### config.mk
export PLATFORM = sky130hd
export DESIGN_NAME = disp_tg_top
export DESIGN_NICKNAME = d
export VERILOG_FILES = /design/src/rtl/disp_tg_pkg.sv /design/src/rtl/disp_tg_regs.sv /design/src/rtl/disp_tg_timing.sv /design/src/rtl/disp_tg_pixel.sv /design/src/rtl/disp_tg_top.sv
export SDC_FILE = /design/constraint.sdc
export NUM_CORES = 1
export LEC_CHECK = 0
export BUFFER_PORTS_ARGS = -buffer_cell sky130_fd_sc_hd__buf_2
export CORE_MARGIN = 3
export CORE_UTILIZATION = 50
export DETAILED_ROUTE_END_ITERATION = 12
export PLACE_DENSITY = 0.78
export SETUP_SLACK_MARGIN = 0.2
export SLEW_MARGIN = 40
export SYNTH_ARGS = -nofsm -noshare
export SYNTH_HDL_FRONTEND = slang
export SYNTH_SLANG_ARGS = --single-unit
### constraint.sdc
create_clock -name clk_i -period 8.6 [get_ports clk_i]
set_input_delay 0.43 -clock clk_i [delete_from_list [all_inputs] [get_ports clk_i]]
set_output_delay 0.43 -clock clk_i [all_outputs]
set_load 0.03 [all_outputs]
### src/rtl/disp_tg_pkg.sv
package disp_tg_pkg;
  parameter int unsigned DW    = 32;
  parameter int unsigned AW    = 4;
  parameter int unsigned HW    = 16;
  parameter int unsigned FW    = 24;
  parameter int unsigned LW    = 16;
  parameter int unsigned FCW   = 32;
  parameter int unsigned NCOMP = 3;
  parameter int unsigned CBITS = 8;
  parameter int unsigned PW    = NCOMP * CBITS;

  typedef enum logic [AW-1:0] {
    A_CTRL   = 4'd0,
    A_HTIME  = 4'd1,
    A_VPER   = 4'd2,
    A_VSW    = 4'd3,
    A_HWIN   = 4'd4,
    A_VBEG   = 4'd5,
    A_VFIN   = 4'd6,
    A_SKEW   = 4'd7,
    A_POL    = 4'd8,
    A_BORDER = 4'd9,
    A_UFLOW  = 4'd10,
    A_FMT    = 4'd11,
    A_CNTEN  = 4'd12
  } reg_addr_e;

  typedef struct packed {
    logic [HW-1:0]        hper;
    logic [HW-1:0]        hpw;
    logic [HW-1:0]        hbeg;
    logic [HW-1:0]        hfin;
    logic [FW-1:0]        vper;
    logic [FW-1:0]        vsw;
    logic [FW-1:0]        vbeg;
    logic [FW-1:0]        vfin;
    logic [FW-1:0]        skew;
    logic                 hs_lo;
    logic                 vs_lo;
    logic [PW-1:0]        border;
    logic [PW-1:0]        uflow;
    logic [2*NCOMP-1:0]   fmt;
  } tg_cfg_t;
endpackage

### src/rtl/disp_tg_regs.sv
module disp_tg_regs
  import disp_tg_pkg::*;
(
  input  logic          clk_i,
  input  logic          rst_ni,
  input  logic          we_i,
  input  logic [AW-1:0] addr_i,
  input  logic [DW-1:0] wdata_i,
  output tg_cfg_t       cfg_o,
  output logic          en_o,
  output logic [1:0]    cnt_en_o
);
  localparam int unsigned HI = DW / 2;

  always_ff @(posedge clk_i or negedge rst_ni) begin
    if (!rst_ni) begin
      cfg_o       <= '0;
      cfg_o.uflow <= PW'(8'hFF);
      cfg_o.fmt   <= '1;
      en_o        <= 1'b0;
      cnt_en_o    <= 2'b00;
    end else if (we_i) begin
      case (reg_addr_e'(addr_i))
        A_CTRL:   en_o         <= wdata_i[0];
        A_HTIME: begin
                  cfg_o.hper   <= wdata_i[HW-1:0];
                  cfg_o.hpw    <= wdata_i[HI +: HW];
        end
        A_VPER:   cfg_o.vper   <= wdata_i[FW-1:0];
        A_VSW:    cfg_o.vsw    <= wdata_i[FW-1:0];
        A_HWIN: begin
                  cfg_o.hbeg   <= wdata_i[HW-1:0];
                  cfg_o.hfin   <= wdata_i[HI +: HW];
        end
        A_VBEG:   cfg_o.vbeg   <= wdata_i[FW-1:0];
        A_VFIN:   cfg_o.vfin   <= wdata_i[FW-1:0];
        A_SKEW:   cfg_o.skew   <= wdata_i[FW-1:0];
        A_POL: begin
                  cfg_o.hs_lo  <= wdata_i[0];
                  cfg_o.vs_lo  <= wdata_i[1];
        end
        A_BORDER: cfg_o.border <= wdata_i[PW-1:0];
        A_UFLOW:  cfg_o.uflow  <= wdata_i[PW-1:0];
        A_FMT:    cfg_o.fmt    <= wdata_i[2*NCOMP-1:0];
        A_CNTEN:  cnt_en_o     <= wdata_i[1:0];
        default: ;
      endcase
    end
  end
endmodule

### src/rtl/disp_tg_timing.sv
module disp_tg_timing
  import disp_tg_pkg::*;
(
  input  logic           clk_i,
  input  logic           rst_ni,
  input  logic           en_i,
  input  logic [1:0]     cnt_en_i,
  input  tg_cfg_t        cfg_i,
  output tg_cfg_t        sh_o,
  output logic           run_o,
  output logic           hs_act_o,
  output logic           vs_act_o,
  output logic           de_o,
  output logic           vblank_o,
  output logic [LW-1:0]  line_o,
  output logic [FCW-1:0] frame_o
);
  logic [HW-1:0] hcnt;
  logic [FW-1:0] fcnt;
  logic          wrap, line_end, enter, step;
  logic [FW:0]   vbeg_eff, vfin_eff, fpos;
  logic          h_in, v_in;

  assign wrap     = fcnt == (sh_o.vper - FW'(1));
  assign line_end = hcnt == (sh_o.hper - HW'(1));
  assign enter    = en_i && (!run_o || wrap);
  assign step     = run_o && !wrap && line_end;

  always_ff @(posedge clk_i or negedge rst_ni) begin
    if (!rst_ni) begin
      run_o   <= 1'b0;
      hcnt    <= '0;
      fcnt    <= '0;
      sh_o    <= '0;
      line_o  <= '0;
      frame_o <= '0;
    end else begin
      if (enter) sh_o <= cfg_i;
      if (!run_o) begin
        if (en_i) begin
          run_o <= 1'b1;
          hcnt  <= '0;
          fcnt  <= '0;
        end
      end else if (wrap) begin
        hcnt <= '0;
        fcnt <= '0;
        if (!en_i) run_o <= 1'b0;  // deferred stop: frame completed
      end else begin
        fcnt <= fcnt + FW'(1);
        hcnt <= line_end ? '0 : hcnt + HW'(1);
      end
      if (cnt_en_i[0]) begin
        if (enter)     line_o <= '0;
        else if (step) line_o <= line_o + LW'(1);
      end
      if (cnt_en_i[1] && enter) frame_o <= frame_o + FCW'(1);
    end
  end

  // vertical bounds in frame-wide pixel clocks, skew added, one guard bit
  assign vbeg_eff = {1'b0, sh_o.vbeg} + {1'b0, sh_o.skew};
  assign vfin_eff = {1'b0, sh_o.vfin} + {1'b0, sh_o.skew};
  assign fpos     = {1'b0, fcnt};

  assign h_in     = (hcnt >= sh_o.hbeg) && (hcnt <= sh_o.hfin);
  assign v_in     = (fpos >= vbeg_eff) && (fpos <= vfin_eff);
  assign hs_act_o = run_o && (hcnt < sh_o.hpw);
  assign vs_act_o = run_o && (fcnt < sh_o.vsw);
  assign de_o     = run_o && h_in && v_in;
  assign vblank_o = run_o && (fcnt == '0);


  hcnt_range_chk: assert property (@(posedge clk_i) disable iff (!rst_ni)
    (run_o && sh_o.hper != '0) |-> (hcnt < sh_o.hper));


  shadow_hold_chk: assert property (@(posedge clk_i) disable iff (!rst_ni)
    (run_o && fcnt != '0) |-> $stable(sh_o));


  frame_at_vblank_chk: assert property (@(posedge clk_i) disable iff (!rst_ni)
    !$stable(frame_o) |-> vblank_o);


  line_zero_chk: assert property (@(posedge clk_i) disable iff (!rst_ni)
    ($past(cnt_en_i[0]) && vblank_o) |-> (line_o == '0));


  late_stop_chk: assert property (@(posedge clk_i) disable iff (!rst_ni)
    (run_o && !en_i && !wrap) |=> run_o);
endmodule

### src/rtl/disp_tg_pixel.sv
module disp_tg_pixel
  import disp_tg_pkg::*;
(
  input  logic          run_i,
  input  logic          hs_act_i,
  input  logic          vs_act_i,
  input  logic          de_i,
  input  tg_cfg_t       sh_i,
  input  logic          pix_valid_i,
  input  logic [PW-1:0] pix_data_i,
  output logic          pix_ready_o,
  output logic          hsync_o,
  output logic          vsync_o,
  output logic          de_o,
  output logic [PW-1:0] pix_o
);
  logic [PW-1:0] raw;

  assign hsync_o     = hs_act_i ^ sh_i.hs_lo;
  assign vsync_o     = vs_act_i ^ sh_i.vs_lo;
  assign de_o        = de_i;
  assign pix_ready_o = de_i;

  always_comb begin
    if (!run_i)            raw = '0;
    else if (!de_i)        raw = sh_i.border;
    else if (pix_valid_i)  raw = pix_data_i;
    else                   raw = sh_i.uflow;
  end

  for (genvar c = 0; c < NCOMP; c++) begin : g_comp
    logic [1:0]       code;
    logic [CBITS-1:0] mask;
    int               keep;
    assign code = sh_i.fmt[2*c +: 2];
    always_comb begin
      keep = (code == 2'd3) ? CBITS : 4 + int'(code);
      mask = ~((CBITS'(1) << (CBITS - keep)) - CBITS'(1));
    end
    assign pix_o[c*CBITS +: CBITS] = raw[c*CBITS +: CBITS] & mask;
  end
endmodule

### src/rtl/disp_tg_top.sv
module disp_tg_top
  import disp_tg_pkg::*;
(
  input  logic           clk_i,
  input  logic           rst_ni,
  input  logic           cfg_we_i,
  input  logic [AW-1:0]  cfg_addr_i,
  input  logic [DW-1:0]  cfg_wdata_i,
  input  logic           pix_valid_i,
  input  logic [PW-1:0]  pix_data_i,
  output logic           pix_ready_o,
  output logic           hsync_o,
  output logic           vsync_o,
  output logic           de_o,
  output logic [PW-1:0]  pix_o,
  output logic           vblank_o,
  output logic [LW-1:0]  line_cnt_o,
  output logic [FCW-1:0] frame_cnt_o
);
  tg_cfg_t    live_cfg, sh_cfg;
  logic       en, run, hs_act, vs_act, de;
  logic [1:0] cnt_en;

  disp_tg_regs u_regs (
    .clk_i    (clk_i),
    .rst_ni   (rst_ni),
    .we_i     (cfg_we_i),
    .addr_i   (cfg_addr_i),
    .wdata_i  (cfg_wdata_i),
    .cfg_o    (live_cfg),
    .en_o     (en),
    .cnt_en_o (cnt_en)
  );

  disp_tg_timing u_timing (
    .clk_i    (clk_i),
    .rst_ni   (rst_ni),
    .en_i     (en),
    .cnt_en_i (cnt_en),
    .cfg_i    (live_cfg),
    .sh_o     (sh_cfg),
    .run_o    (run),
    .hs_act_o (hs_act),
    .vs_act_o (vs_act),
    .de_o     (de),
    .vblank_o (vblank_o),
    .line_o   (line_cnt_o),
    .frame_o  (frame_cnt_o)
  );

  disp_tg_pixel u_pixel (
    .run_i       (run),
    .hs_act_i    (hs_act),
    .vs_act_i    (vs_act),
    .de_i        (de),
    .sh_i        (sh_cfg),
    .pix_valid_i (pix_valid_i),
    .pix_data_i  (pix_data_i),
    .pix_ready_o (pix_ready_o),
    .hsync_o     (hsync_o),
    .vsync_o     (vsync_o),
    .de_o        (de_o),
    .pix_o       (pix_o)
  );
endmodule

Yosys cells after proc, flatten, opt, wreduce, memory -nomap -nowiden
Index checks and enable logic that the tools add are counted.
Widths: inputs -> output; s select.

storage, ports and cells
  register bits = 572
  input port bits = 64
  output and inout port bits = 77
  word-level logic and storage cells = 136

operators by class
  $add $sub $neg = 17
  magnitude comparators = 6
  eq/ne operators = 17
  shift-type cells = 3
  mux-type cells = 18
  bitwise logic cells = 8
  reductions and logical operators = 32

operators with widths
  kind                   number
  $mux 24                6
  $mux 16                6
  $mux 32                3
  $shl 1x32->8 const A   3
  $sub 4x32->32 const A  3
  $add 24x24->25         2
  $add 16x1->16 const B  2
  $add 32x1->32 const B  1
  $reduce_and 2->1       14
  $ge 24x25->1           1
  $le 24x25->1           1
  $add 24x1->24 const B  1
  $and 8x8->8            3
  $eq 24x24->1           1
  $logic_not 24->1       1
  $lt 24x24->1           1
  $not 8->8              3
  $sub 24x1->24 const B  1
  $sub 8x2->8 const B    3
  $eq 4x4->1 const B     5
  $eq 16x16->1           1
  $eq 4x3->1 const B     4
  $ge 16x16->1           1
  $le 16x16->1           1
  other kinds (13)       33

Depth between registers and ports, before layout
  word-level depth = 7
  depth in mapped cells = 26
  depth with buffers taken out = 24

By module
A second synthesis with hierarchy kept.

unflattened totals
  cell total of the unflattened synthesis = 2532
  area, all modules = 29906.2 um2

modules (own cells, without submodules)
  module          times used  cells an instance  area each (um2)  seq. area each (um2)
  disp_tg_timing  1           1856               19617.6          8232.9
  disp_tg_regs    1           535                9203.8           6098.3
  disp_tg_pixel   1           141                1084.8           0.0

Worst setup path before layout
No wires, ideal clock.

  kind = register to output
  from = reg u_timing.sh_o[60] in the netlist's numbering
  to = out pix_o[0]
  arrival time = 5.356 ns
  data required time = 8.170 ns
  setup slack = 2.814 ns
  stages on the path, launching flop included = 22
  path buffers = 2
  cells stage by stage = dfrtp_1 -> ha_1 -> or2_2 -> a21oi_1 -> o31ai_1 -> o41a_1 -> a221oi_1 -> o21ai_0 -> a2111oi_0 -> nor2_1 -> xnor2_1 -> ha_1 -> o21ai_0 -> nand2b_1 -> and4b_1 -> o21ai_0 -> a311o_1 -> a211oi_1 -> and2_1 -> clkbuf_1 -> clkbuf_1 -> a211oi_1

on the way
  word-level cells in the longest chain between the ends = 7
  elaborated cells on any way between the ends = 9
  classes of those cells = 2 x add/sub; 2 x order compare; 2 x mux; 1 x bitwise; 2 x reduce/logical

ends and longest elaborated chain
  element                                       RTL line                                    source
  start: declaration                            disp_tg_timing.sv:9                         output tg_cfg_t sh_o,
  start signal: assignment                      disp_tg_timing.sv:38                        if (enter) sh_o <= cfg_i;
  $add 24x24->25 (on tied branches)             disp_tg_timing.sv:62, disp_tg_timing.sv:63
  $ge 24x25->1 or $le 24x25->1 (tied branches)  disp_tg_timing.sv:67                        assign v_in = (fpos >= vbeg_eff) && (fpos <= vfin_eff);
  $logic_and 1x1->1 *                           disp_tg_timing.sv:67
  $logic_and 1x1->1 *                           disp_tg_timing.sv:70                        assign de_o = run_o && h_in && v_in;
  net de_o                                      disp_tg_top.sv:14                           output logic de_o,
  $mux 24 *                                     disp_tg_pixel.sv:26                         else if (!de_i) raw = sh_i.border;
  $mux 24 *                                     disp_tg_pixel.sv:25                         if (!run_i) raw = '0;
  $and 8x8->8 *                                 disp_tg_pixel.sv:40                         assign pix_o[c*CBITS +: CBITS] = raw[c*CBITS +: CBITS] & mask;
  end: declaration                              disp_tg_top.sv:15                           output logic [PW-1:0] pix_o,

The timed path passes the listed nets; every way through them passes the cells marked *.

Worst setup path after layout
  from = reg u_timing.sh_o[56] in the netlist's numbering
  to = out pix_o[4]

on the way
  word-level cells in the longest chain between the ends = 7
  elaborated cells on any way between the ends = 9
  classes of those cells = 2 x add/sub; 2 x order compare; 2 x mux; 1 x bitwise; 2 x reduce/logical

ends and longest elaborated chain
  element                                       RTL line
  $add 24x24->25 (on tied branches)             disp_tg_timing.sv:62, disp_tg_timing.sv:63
  $ge 24x25->1 or $le 24x25->1 (tied branches)  disp_tg_timing.sv:67
  $logic_and 1x1->1 *                           disp_tg_timing.sv:67
  $logic_and 1x1->1 *                           disp_tg_timing.sv:70
  $mux 24 *                                     disp_tg_pixel.sv:26
  $mux 24 *                                     disp_tg_pixel.sv:25
  $and 8x8->8 *                                 disp_tg_pixel.sv:40

Every way passes the cells marked *; elsewhere a longest branch is shown, timed or not.

==> results.md <==
- Total Routing Usage GR: 23.79%
- Initial Utilization: 50.98%
- PortBufs: 140
- CP endpoint kind: output pin
- Die X: 249.5 µm
- GRT busiest layer: met2
- RSZ-0062 raised after global routing: false
- Global route overflow: 0
- Worst R2R Setup Slack: 3760 ps
- CTS tree: built
- Worst-path maximum fanout: 26
- Routed Antenna Nets: 0
- Met3 GRT Util: 3.939%
- I/O pins: 141
- Ys Warns: 0
- Synth Area in Adders: 8.325%
- Max Slew Vio Count: 0
- R2R Path End: u_timing.sh_o[5]$_DFFE_PN0P_
- VDD IR-drop max: 0.0001937 V
- Post-synth EDFFs: 0
- Max Cap Viol: 0
- Slew HR: 49.27%
- Worst Clk Skew: 23.02 ps
- Vias: 21840
- Via density: 5.652
- Critical path's most frequent cell: o21ai_0
- Area grow syn2layout: 12.15%
- Final TNS setup: 0 ps
- CP Launch Type: register
- Post_cts resized: 0
- Number of buffers and inverters on the critical path: 3
- Crit path capture: pix_o[4]
- Synth Area in Simple Gates: 16.26%
- Main combinational cell family by area after synthesis: simple AND/OR/NAND/NOR gates
- CP Data Arrival Time: 6530 ps
- Tcrit/Tclk final: 80.92%
- Min cycle time layout: 6959 ps
- Placed cells: 3747
- Setup Buffers After CTS: 0
- Initial antenna violation count: 4
- Netlist cell types: 75
- Final wirelength: 74.87 mm
- Clk_lat worst skew: 630 ps
- CTS buffer count: 59
- Clock transition at path regs: 60 ps
- Syn Std Cell Area: 29640 µm²
- Share of cells above drive strength 1: 17.67%
- P per Cell Area: 271.4 nW/µm²
- Vias in the first global route: 21590
- Pleak: 16.32 nW
- Residual DRC: 0
- HPWL after DPL: 50.59 mm
- M2 GR Usage: 38.02%
- Final Non-Filler Cells: 3863
- Top cell type's share of synthesized area: 47.11%
- Chip height: 249.5 µm
- Site row count: 88
- Slowest cell on crit path: and2_2
- Post-synthesis register bit count: 572
- Mean Syn Cell Area: 10.06 µm²
- Most common cell in the netlist: nand2_1
- Post-synthesis mux area share: 10.37%
- # setup viols final: 0
- Setup Crit Path Kind: reg -> out
- Number of stages on the worst setup path: 25
- Crit. Startpoint: u_timing.sh_o[56]$_DFFE_PN0P_
- WP data required: 8170 ps
- Nets: 3305
- Synth Area in XOR/XNOR: 4.107%
- CTS H-tree depth: 2
- Area of the core: 58140 µm²
- DR iter-0 viols: 1885
- Die area: 62240 µm²
- Top cells by count, synth: nand2_1 (656), dfrtp_1 (558), mux2_2 (244)
- Worst hold-check path type: in -> reg
- Max incr delay on CP: 500 ps
- DRT Pass-1 Iters: 5
- First-pass GRT wire length: 119.4 mm
- Largest area contributor in the netlist: dfrtp_1
- Async S/R FF share, synth: 100.0%
- Cell count of the worst hold path: 2
- Tightest Pin Transition: 761.0 ps
- Crit path max-delay family: compound AO/OA/AOI/OAI gates
- Gate Count Post-Synth: 2947
- Compound-Gate Fraction of Synth Area: 9.376%
- Largest net degree at the start of global routing: 165
- R2R Path Start: u_timing.sh_o[152]$_DFFE_PN0P_
- Fmax: 0.1437 GHz
- R2r worst-path depth: 11
- Synth top area cells: dfrtp_1 (47%), mux2_2 (9.3%), nand2_1 (8.3%)
- Hold Crit Start: cfg_wdata_i[31]
- Syn_nets: 3207
- Clock sink count: 572
- Placer Congestion: 0.9098
- Most used flip-flop cell after synthesis: dfrtp_1
- Status: finished clean
- Worst Hold Slack: 44.52 ps
- GRT met1 Usage: 33.06%
- Endpoints failing hold: 0
- Clock root cell: clkbuf_16
- Clock tree buffer depth: 3
- Register area share after synthesis: 48.35%
- Wire length per cell: 19.38 µm
-- timing repair --
action / in CTS / in global routing
hold buffers: 1 / 0
hold endpoints to repair: 47 / 0
setup endpoints to repair: 0 / 0
-- power by group --
group          leakage [nW]  switching, mW  internal [mW]
clock network         0.997           1.10           1.58
registers              7.43          0.471           3.27
logic                  7.89           1.43           1.17
-- worst register-to-register path: cells and delay by family, from the launching register on --
kind,cells,cell delay (ps)
DFF,1,450
buffers and inverters,2,1080
AOI/OAI and AO/OA,3,640
and+or+nand+nor,6,2580
-- cells in the final DEF, fill, tap and decap left out, drive strengths merged, types with 5 or more instances in the layout --
cell type / synthesis / routed
nand3b: 8 / 8
or2: 7 / 7
o31ai: 14 / 14
dfrtp: 558 / 558
o21a: 9 / 9
ha: 194 / 194
and4: 5 / 5
mux2: 245 / 245
nand2b: 37 / 37
clkbuf: 80 / 89
and2: 9 / 9
nor4b: 7 / 7
nand3: 51 / 51
o41ai: 6 / 6
nand4: 45 / 45
a311oi: 5 / 5
a21o: 66 / 66
a21oi: 92 / 92
or4: 6 / 6
a211oi: 28 / 28
nor4: 16 / 16
buf: 47 / 163
clkinv: 0 / 10
a31oi: 13 / 13
dfstp: 14 / 14
or3: 7 / 7
o21ai: 186 / 186
xor2: 59 / 59
inv: 111 / 113
nor2b: 29 / 29
nor3: 26 / 26
o211ai: 6 / 6
nand2: 657 / 657
nor2: 109 / 109
bufinv: 0 / 6
xnor2: 80 / 80
mux2i: 31 / 31
and3: 39 / 39
-- cells by family (layout without fill, tap and decap cells) --
logic type / Yosys count / in the layout
flip-flops: 572 / 572
AO/OA/AOI/OAI: 455 / 455
other: 0 / 3
adder cells (fa/ha/maj): 196 / 196
AND/OR/NAND/NOR: 1071 / 1071
XOR/XNOR: 139 / 139
buffers and inverters: 238 / 386
multiplexers: 276 / 276
-- metal layers --
metal | share of wire (%) | up-vias | routed length (µm)
met1 | 45 | 10730 | 33410
met3 | 5.9 | 135 | 4388
met2 | 46 | 644 | 34380
met4 | 3.5 | 4 | 2646
met5 | 0.053 | - | 40
li1 | - | 10330 | -
-- through the flow --
step | util, % | total power [mW] | area [µm²] | setup WS (ps)
floorplan | - | 5.539 | 29640 | 2814
global placement | 53.28 | 6.239 | 30980 | 2123
CTS | 57.09 | 9.057 | 33190 | 1250
finish | 57.18 | 9.022 | 33240 | 1641
global route | 57.17 | 9.565 | 33230 | 1051
detailed placement | 53.55 | 6.337 | 31130 | 1951
-- worst min-delay path by stage --
| stage | endpoint | slack, ps |
|---|---|---|
| after floorplan | u_regs.cfg_o[100]$_DFFE_PN0P_ | 130 |
| after global placement | u_timing.sh_o[55]$_DFFE_PN0P_ | 440 |
| after detailed placement | u_timing.frame_o[0]$_DFFE_PN0P_ | 370 |
| after CTS | u_regs.cfg_o[191]$_DFFE_PN0P_ | 5 |
| after global routing | u_regs.cfg_o[191]$_DFFE_PN0P_ | 30 |
| final | u_regs.cfg_o[191]$_DFFE_PN0P_ | 40 |
-- final cells by class --
cell class / instances / area (µm²)
inverter: 111 / 416.7
tap: 765 / 957.2
clock inverter: 22 / 311.5
fill: 4880 / 24890
sequential: 572 / 14330
clock buffer: 89 / 1739
multi-input combinational: 2137 / 14420
timing repair buffer: 164 / 1061
antenna: 3 / 7.507
-- flip-flops by register name, summed over array words and instances (netlist names) --
signal,flops
u_regs.cfg_o,240
u_regs.cnt_en_o,2
u_regs.en_o,1
u_timing.fcnt,24
u_timing.frame_o,32
u_timing.hcnt,16
u_timing.line_o,16
u_timing.run_o,1
u_timing.sh_o,240
(Power assumes the default switching activity.)
